===== config.mk =====
export PLATFORM = sky130hd
export DESIGN_NAME = branch_stack_ctrl
export DESIGN_NICKNAME = d
export VERILOG_FILES = /design/src/rtl/bsc_pkg.sv /design/src/rtl/bsc_cond_eval.sv /design/src/rtl/bsc_stack_ptr.sv /design/src/rtl/bsc_ret_seq.sv /design/src/rtl/branch_stack_ctrl.sv
export SDC_FILE = /design/constraint.sdc
export NUM_CORES = 1
export LEC_CHECK = 0
export ABC_AREA = 1
export BUFFER_PORTS_ARGS = -buffer_cell sky130_fd_sc_hd__buf_4
export CORE_ASPECT_RATIO = 0.8
export CORE_MARGIN = 3
export CORE_UTILIZATION = 47
export DETAILED_ROUTE_END_ITERATION = 12
export HOLD_SLACK_MARGIN = 0.12
export PLACE_DENSITY = 0.81
export SYNTH_ARGS = -nofsm -noshare
export SYNTH_HDL_FRONTEND = slang
export SYNTH_SLANG_ARGS = --single-unit

===== constraint.sdc =====
create_clock -name clk -period 3.9 [get_ports clk]
set_clock_uncertainty 0.15 [all_clocks]
set_input_delay 0.585 -clock clk [delete_from_list [all_inputs] [get_ports clk]]
set_output_delay 0.585 -clock clk [all_outputs]
set_load 0.01 [all_outputs]

===== src/rtl/bsc_pkg.sv =====
package bsc_pkg;

   typedef enum logic [3:0] {
      OP_IDLE = 4'd0,
      OP_JMP  = 4'd1,
      OP_JZ   = 4'd2,
      OP_JNZ  = 4'd3,
      OP_JC   = 4'd4,
      OP_JNC  = 4'd5,
      OP_JN   = 4'd6,
      OP_JP   = 4'd7,
      OP_JV   = 4'd8,
      OP_JNV  = 4'd9,
      OP_CALL = 4'd10,
      OP_RET  = 4'd11,
      OP_PUSH = 4'd12,
      OP_POP  = 4'd13
   } bsc_op_e;

   typedef struct packed {
      logic ovf;
      logic carry;
      logic neg;
      logic zero;
   } bsc_flags_t;

endpackage


===== src/rtl/bsc_cond_eval.sv =====
module bsc_cond_eval
   import bsc_pkg::*;
(
   input  bsc_op_e    op_i,
   input  bsc_flags_t flags_i,
   output logic       is_jump_o,
   output logic       take_o
);

   always_comb begin
      is_jump_o = 1'b1;
      take_o    = 1'b0;
      unique case (op_i)
         OP_JMP:  take_o = 1'b1;
         OP_JZ:   take_o = flags_i.zero;
         OP_JNZ:  take_o = ~flags_i.zero;
         OP_JC:   take_o = flags_i.carry;
         OP_JNC:  take_o = ~flags_i.carry;
         OP_JN:   take_o = flags_i.neg;
         OP_JP:   take_o = ~flags_i.neg;
         OP_JV:   take_o = flags_i.ovf;
         OP_JNV:  take_o = ~flags_i.ovf;
         default: is_jump_o = 1'b0;
      endcase
   end

endmodule


===== src/rtl/bsc_stack_ptr.sv =====
module bsc_stack_ptr #(
   parameter int             AW        = 8,
   parameter logic [AW-1:0]  SP_INIT   = '1,
   parameter bit             GROW_DOWN = 1'b1
) (
   input  logic          clk,
   input  logic          rst_n,
   input  logic          push_i,
   input  logic          pop_i,
   output logic [AW-1:0] sp_o,
   output logic [AW-1:0] pop_addr_o
);

   localparam logic [AW-1:0] ONE = AW'(1);

   logic [AW-1:0] sp_q;
   logic [AW-1:0] sp_after_push;
   logic [AW-1:0] sp_after_pop;

   generate
      if (GROW_DOWN) begin : g_down
         assign sp_after_push = sp_q - ONE;
         assign sp_after_pop  = sp_q + ONE;
      end else begin : g_up
         assign sp_after_push = sp_q + ONE;
         assign sp_after_pop  = sp_q - ONE;
      end
   endgenerate

   always_ff @(posedge clk or negedge rst_n) begin
      if (!rst_n) begin
         sp_q <= SP_INIT;
      end else if (push_i) begin
         sp_q <= sp_after_push;
      end else if (pop_i) begin
         sp_q <= sp_after_pop;
      end
   end

   assign sp_o       = sp_q;
   assign pop_addr_o = sp_after_pop;

endmodule


===== src/rtl/bsc_ret_seq.sv =====
module bsc_ret_seq (
   input  logic clk,
   input  logic rst_n,
   input  logic ret_issue_i,
   output logic ret_land_o
);

   logic land_q;

   always_ff @(posedge clk or negedge rst_n) begin
      if (!rst_n) begin
         land_q <= 1'b0;
      end else begin
         land_q <= ret_issue_i;
      end
   end

   assign ret_land_o = land_q;

endmodule


===== src/rtl/branch_stack_ctrl.sv =====
module branch_stack_ctrl
   import bsc_pkg::*;
#(
   parameter int             AW        = 8,
   parameter int             DW        = 8,
   parameter int             INSN_LEN  = 2,
   parameter bit             GROW_DOWN = 1'b1,
   parameter logic [AW-1:0]  SP_INIT   = '1
) (
   input  logic          clk,
   input  logic          rst_n,
   input  logic [3:0]    op_i,
   input  logic [3:0]    flags_i,
   input  logic [AW-1:0] target_i,
   input  logic [AW-1:0] pc_i,
   input  logic [DW-1:0] push_data_i,
   input  logic [DW-1:0] mem_rdata_i,
   output logic [AW-1:0] pc_next_o,
   output logic          stall_o,
   output logic [AW-1:0] mem_addr_o,
   output logic [DW-1:0] mem_wdata_o,
   output logic          mem_we_o,
   output logic          mem_re_o,
   output logic [AW-1:0] sp_o
);

   localparam logic [AW-1:0] PC_STEP = AW'(INSN_LEN);

   generate
      if (DW < AW) begin : g_bad_width
         $error("branch_stack_ctrl: a return address must fit in one stack word");
      end
      if (INSN_LEN < 1) begin : g_bad_len
         $error("branch_stack_ctrl: instruction length must be at least one");
      end
      if (AW < 2) begin : g_bad_aw
         $error("branch_stack_ctrl: address width too small");
      end
   endgenerate

   bsc_op_e    op;
   bsc_flags_t flags;
   logic       is_jump;
   logic       take;
   logic       ret_land;
   logic       ret_issue;
   logic       push_en;
   logic       pop_en;
   logic [AW-1:0] sp;
   logic [AW-1:0] pop_addr;
   logic [AW-1:0] seq_pc;

   assign op     = bsc_op_e'(op_i);
   assign flags  = bsc_flags_t'(flags_i);
   assign seq_pc = pc_i + PC_STEP;

   bsc_cond_eval u_cond (
      .op_i      (op),
      .flags_i   (flags),
      .is_jump_o (is_jump),
      .take_o    (take)
   );

   bsc_stack_ptr #(
      .AW        (AW),
      .SP_INIT   (SP_INIT),
      .GROW_DOWN (GROW_DOWN)
   ) u_sp (
      .clk        (clk),
      .rst_n      (rst_n),
      .push_i     (push_en),
      .pop_i      (pop_en),
      .sp_o       (sp),
      .pop_addr_o (pop_addr)
   );

   bsc_ret_seq u_ret (
      .clk         (clk),
      .rst_n       (rst_n),
      .ret_issue_i (ret_issue),
      .ret_land_o  (ret_land)
   );

   always_comb begin
      pc_next_o   = seq_pc;
      stall_o     = 1'b0;
      mem_addr_o  = sp;
      mem_wdata_o = '0;
      mem_we_o    = 1'b0;
      mem_re_o    = 1'b0;
      push_en     = 1'b0;
      pop_en      = 1'b0;
      ret_issue   = 1'b0;
      if (ret_land) begin
         pc_next_o = mem_rdata_i[AW-1:0];
      end else if (is_jump) begin
         pc_next_o = take ? target_i : seq_pc;
      end else begin
         unique case (op)
            OP_CALL: begin
               mem_we_o    = 1'b1;
               mem_wdata_o = DW'(seq_pc);
               push_en     = 1'b1;
               pc_next_o   = target_i;
            end
            OP_RET: begin
               mem_re_o   = 1'b1;
               mem_addr_o = pop_addr;
               pop_en     = 1'b1;
               ret_issue  = 1'b1;
               stall_o    = 1'b1;
               pc_next_o  = pc_i;
            end
            OP_PUSH: begin
               mem_we_o    = 1'b1;
               mem_wdata_o = push_data_i;
               push_en     = 1'b1;
            end
            OP_POP: begin
               mem_re_o   = 1'b1;
               mem_addr_o = pop_addr;
               pop_en     = 1'b1;
            end
            default: ;
         endcase
      end
   end

   assign sp_o = sp;

endmodule


==> flow_summary.ini, run 1 <==
[floorplanning]
die_h_um = 58.8
floorplan.core_area_um2 = 3220
num_io_pins = 77
core.rowCount = 18
initial_core_util_pct = 50.9
total_die_area_um2 = 4230
die-width_um = 72

[cts]
number_of_post_cts_setup_repair_buffers = 0
clock_sinks = 9
ctsHtreeMaxLevel = 1
cts_tree = yes
number_of_buffers_inserted_by_hold_repair_at_cts = 1
clock_tree.buffer_depth = 2
numCtsBuffers = 3
ctsResizeCount = 0
worst_skew_pair.late_latency_ns = 0.24
clk_transition_reported_paths_ns = 0.04
root_buffer = clkbuf_8

[global_route]
grt_antenna_before_repair = 0
maximum_number_of_pins_on_one_net_before_global_route_repair = 25
grt_pass1_vias = 1759
global_route_wire_length_before_repair_um = 8250
globalRouteTotalUtil_pct = 24.1
gr-total-overflow = 0

[synth]
ys.warnings.count = 0
ys_dominant_reg_cell = dfstp_2
synth_top_area_cell = nand2_1
async_set_or_reset_register_ratio_after_synthesis_pct = 100
postSynthCellCount = 297
yosysMostFrequentCell = nand2_1
synth-edff-count = 0
ys_seq_area_share_pct = 14.4
mappedNetlistArea_um2 = 1640
synth.top_cells.by_area = nand2_1 (24%), nand3_1 (13%), dfstp_2 (13%), nor2_1 (6.4%), inv_1 (6.2%)
most_used_standard_cells_in_the_synthesized_netlist = nand2_1 (106), nand3_1 (43), nor2_1 (28)
yosys_register_bits = 9
yosys.cell_types.count = 34
post_synth.cell_area_avg_um2 = 5.51
synth_top_cell_area_share_pct = 24.3
postSynthNetCount = 342

[drt]
total_wirelength_of_the_detailed_routed_design_um = 5140
number_of_drc_violations_after_detailed_routing = 0
route.detailed.vias_per_inst = 5.28
ant_nets = 0
avgRoutedWirePerCell_um = 12.5
initial_detailed_routing_violation_count = 157
drt_first_pass_iters = 5
num_vias = 2176

[placed_design]
hpwl_um = 4060
dp_worst_setup_slack_ns = 1.18
routabilityCongestion = 0.874
placement.io_buffers = 76

[timing]
post-route-period-util_pct = 69.8
setup_tns_ns = 0
final.min_clock_period_ns = 2.72
rsz0062_at_grt = no
slew-limit-headroom_pct = 74.2
finalSetupViolCount = 0
report.final.slew_viol_count = 0
worst_pin_slew_ns = 0.386
finalHoldViolCount = 0
max_freq_ghz = 0.367
setup_ws_ns = 1.18

[critical_path]
setup.worst_path.class = in2out
cp_data_arrival_time_ns = 1.99
path_max_fanout = 12
worst_ep_required_time_ns = 3.16
r2r_start = u_sp.sp_o[0]
timing.reg2reg.setup_slack_ns = 2.15
timing.critical_path.to_type = primary output
startpoint_type = input pin
worstReg2RegEnd = u_sp.sp_o[6]
reg2reg_depth = 6

[final_layout]
insertedDiodeCount = 0
final_layout_size_suffix_gt1_share_pct = 30.6
nNetsFinal = 418
area_growth_pct = 38.7

[run]
max-cap-violations = 0

[power_and_ir_drop]
max-vdd-ir-drop_mv = 0.378
p_leak_uw = 0.00126
fin_total_pwr_uw = 853
power.density_nw_per_um2 = 375

[min_path]
hold-path-cell-count = 2
min_from = u_sp.sp_o[2]
hold-path-endpoint = u_sp.sp_o[2]
worst_hold_path_type = reg2reg

[run_status]
outcome = complete, no violations
-- cell usage in the layout (no fill, tap or decap), drive strengths merged --
master	n
nand3	45
o21ai	16
inv	32
clkinv	2
nor2	33
dfstp	8
xor2	9
nand4	2
or2	2
dfrtp	1
xnor2	1
nand2	114
a21oi	11
a22oi	3
buf	77
nand3b	4
o211ai	1
clkbuf	4
dlygate4sd3	1
and2	1
o21bai	1
nor3	1
ha	3
-- power breakdown --
group	switching [uW]	total (uW)	leakage [uW]	internal, uW
Combinational	289	531	0.00114	243
Clock	39.6	111	0.0000228	71.5
Sequential	55.4	210	0.0000975	155
Total	384	853	0.00126	469
-- kinds of logic (layout without fill, tap and decap cells) --
kind of cell | count (synthesis) | after routing | share of synthesized area [%]
adder cells (fa/ha/maj) | 3 | 3 | 2.29
AO/OA/AOI/OAI | 32 | 32 | 11.2
XOR/XNOR | 10 | 10 | 5.35
AND/OR/NAND/NOR | 202 | 202 | 55.8
buffers and inverters | 41 | 116 | 10.9
flip-flops | 9 | 9 | 14.4
-- registers in the layout (all words and copies together) (netlist names) --
| name | flops |
|---|---|
| u_ret.ret_land_o | 1 |
| u_sp.sp_o | 8 |
-- worst max-delay path by stage --
| stage | from | end | slack, ns |
|---|---|---|---|
| detailed placement | op_i[2] | mem_addr_o[2] | 1.18 |
| finish | op_i[2] | mem_addr_o[2] | 1.18 |
| global route | op_i[2] | mem_addr_o[2] | 1.06 |
| global placement | op_i[2] | mem_addr_o[2] | 1.18 |
| CTS | op_i[2] | mem_addr_o[2] | 1.18 |
| floorplan | op_i[1] | mem_addr_o[4] | 1.55 |
-- metal layers --
layer  wire (um)  vias to the layer above  global-route usage (%)
met1        2550                      966                    38.1
li1            -                     1100                       -
met5           0                        -                       0
met4          36                        0                    4.02
met3         456                        6                    3.92
met2        2100                      104                    34.3
-- cell type report --
cell class              count  area (um2)
multi-input cells         247        1220
fillers                   303         950
repair buffers             78         588
flip-flops and latches      9         235
inverters                  34         129
well taps                  40        50.0
clock buffers               4        45.0
-- worst max-delay path: stages --
cell	delay, ns
buf_4	0.13
inv_2	0.06
nand2_2	0.08
nor2_8	0.18
nand2_4	0.09
o21ai_2	0.07
nand2_2	0.19
inv_2	0.19
nand2_1	0.12
xor2_1	0.15
buf_4	0.14
-- through the flow --
| step | utilization [%] | hold slack, ns | cell area, um2 | std cells |
|---|---|---|---|---|
| finish | 70.5 | 0.387 | 2270 | 412 |
| global route | 70.5 | 0.421 | 2270 | 412 |
| global placement | 68.8 | 0.267 | 2220 | 407 |
| floorplan | - | 0.139 | 1640 | 297 |
| CTS | 70.5 | 0.386 | 2270 | 412 |
| detailed placement | 68.8 | 0.268 | 2220 | 407 |
No activity file was read; power rests on OpenSTA's default activity.
==> run 2, diff against run 1 <==
--- a/config.mk
+++ b/config.mk
@@ -9,10 +9,10 @@
 export BUFFER_PORTS_ARGS = -buffer_cell sky130_fd_sc_hd__buf_4
 export CORE_ASPECT_RATIO = 0.8
 export CORE_MARGIN = 3
-export CORE_UTILIZATION = 47
+export CORE_UTILIZATION = 43
 export DETAILED_ROUTE_END_ITERATION = 12
 export HOLD_SLACK_MARGIN = 0.12
-export PLACE_DENSITY = 0.81
+export PLACE_DENSITY = 0.78
 export SYNTH_ARGS = -nofsm -noshare
 export SYNTH_HDL_FRONTEND = slang
 export SYNTH_SLANG_ARGS = --single-unit
==> constraint.sdc (replaced) <==
create_clock -name clk -period 2.25 [get_ports clk]
set_clock_uncertainty 0.15 [all_clocks]
set_input_delay 0.3375 -clock clk [delete_from_list [all_inputs] [get_ports clk]]
set_output_delay 0.3375 -clock clk [all_outputs]
set_load 0.01 [all_outputs]
==> run 2 against run 1 <==
Die area grew 8.4%. Global-route usage rose by 0.48 points. Cell count rose by 3.2%. Clock power increased by 82%. Critical path type is now reg2out. Register-to-register slack lost 1.9 ns. Combinational power rose by 110%. Hold slack got worse by 0.068 ns. Worst setup slack worse by 1.1 ns.
==> flow_summary.ini, run 2 (synthesis gave the netlist of run 1 again) <==
[floorplanning]
total_die_area_um2 = 4590
die_h_um = 61.2
core.rowCount = 19
die-width_um = 75
floorplan.core_area_um2 = 3540
num_io_pins = 77
initial_core_util_pct = 46.2

[final_layout]
fillCellCount = 305
stdcell_area_um2 = 2430
layout.area.seq_um2 = 235
layout.cells.most_common = nand2_1
insertedDiodeCount = 0
area_taken_by_multi_input_logic_gates_um2 = 1290
most-common-layout-cells = nand2_1 (106), buf_4 (86), nand3_1 (40), nor2_1 (27), inv_1 (26)
nNetsFinal = 429
largest_reg_flops = 8
area_growth_pct = 48.6
final_layout_size_suffix_gt1_share_pct = 34.5

[global_route]
globalRouteTotalUtil_pct = 24.6
maximum_number_of_pins_on_one_net_before_global_route_repair = 24
gr-total-overflow = 0
global_route_wire_length_before_repair_um = 8850
grt_antenna_before_repair = 0
grt_pass1_vias = 1976

[run_status]
outcome = complete, no violations

[cts]
ctsHtreeMaxLevel = 1
clock_tree.buffer_depth = 2
cts_tree = yes
clock_sinks = 9
worst_skew_pair.late_latency_ns = 0.24
clk_transition_reported_paths_ns = 0.05
root_buffer = clkbuf_8
numCtsBuffers = 3

[power_and_ir_drop]
max-vdd-ir-drop_mv = 0.586
p_sw_uw = 796
part_of_the_total_power_dissipated_in_sequential_elements_pct = 22.1
p_leak_uw = 0.00132
power.share.switching_pct = 46.4
p_comb_share_pct = 66.1
cell_internal_pwr_uw = 921
p_clk_share_pct = 11.8
fin_total_pwr_uw = 1720
power.density_nw_per_um2 = 706

[placed_design]
placement.io_buffers = 76
placedInstanceArea_um2 = 2250
dp_worst_setup_slack_ns = 0.0531
routabilityCongestion = 0.895
hpwl_um = 4380

[timing]
final.min_clock_period_ns = 2.20
slew-limit-headroom_pct = 78.2
report.final.slew_viol_count = 0
rsz0062_at_grt = yes
max_freq_ghz = 0.454
setup_ws_ns = 0.0459
finalSetupViolCount = 0
post-route-period-util_pct = 98.0
worst_pin_slew_ns = 0.324
finalHoldViolCount = 0
setup_tns_ns = 0

[drt]
avgRoutedWirePerCell_um = 14.0
total_wirelength_of_the_detailed_routed_design_um = 5940
ant_nets = 0
route.detailed.vias_per_inst = 5.36
initial_detailed_routing_violation_count = 215
num_vias = 2279
drt_first_pass_iters = 5
number_of_drc_violations_after_detailed_routing = 0

[critical_path]
cp_data_arrival_time_ns = 1.72
setup.worst_path.class = reg2out
worst_ep_required_time_ns = 1.76
startpoint_type = register
timing.critical_path.to_type = primary output
path_max_fanout = 4

[run]
max-cap-violations = 0

[min_path]
worst_hold_path_type = in2async
## run 2: area by class of cell
type                    count  area share, %
flip-flops and latches      9           9.67
clock buffers               4           1.85
well taps                  42           2.16
multi-input cells         247           53.1
inverters                  34           5.40
repair buffers             89           27.9
## run 2: per-layer routing
metal  GRT usage (%)  part of all wire (%)  up-vias
met5               0                     0        -
met4            3.81                  0.74        0
met3            6.69                    12        8
met2            37.3                    45      145
met1            35.4                    42      999
li1                -                     -     1127
## run 2: final timing paths
check	cells past startpoint	slack (ns)	start	endpoint
min in group clk	3	0.34	op_i[0]	u_ret.ret_land_o
worst max register to register	11	0.21	u_sp.sp_o[1]	u_sp.sp_o[6]
max in group asynchronous	2	1.41	rst_n	u_sp.sp_o[1]
worst max-delay path	6	0.05	u_sp.sp_o[0]	mem_addr_o[1]
worst min register to register	2	0.40	u_sp.sp_o[6]	u_sp.sp_o[6]
worst min-delay path	2	0.32	rst_n	u_ret.ret_land_o
## run 2: metrics by stage
stage	std cells	util (%)	hold WS, ns
3_5_place_dp	413	63.5	0.0210
6_report	425	68.7	0.319
3_3_place_gp	413	63.5	0.0198
2_1_floorplan	297	-	-0.108
5_1_grt	425	68.7	0.333
4_1_cts	423	66.7	0.313
## run 2: worst max-delay path: stages, from the launching register on
cell and delay [ns]:
dfstp_2 0.56, buf_6 0.12, inv_1 0.08, ha_1 0.33, o21ai_2 0.16, inv_1 0.07, buf_4 0.14
## run 2: power groups by stage
stage | Clock [uW] | Combinational (uW) | Sequential, uW
2_1_floorplan | 0 | 526 | 361
5_1_grt | 206 | 1230 | 387
3_3_place_gp | 0 | 948 | 350
6_report | 202 | 1130 | 380
4_1_cts | 197 | 1020 | 361
3_5_place_dp | 0 | 962 | 352
## run 2: what timing repair did
item / in CTS / in global routing
endpoints found under the setup margin: 1 / 12
hold endpoints to repair: 9 / 0
resized for setup: 4 / 12
setup buffers: 5 / 2
hold buffers: 1 / 0
pin swaps: 2 / 6
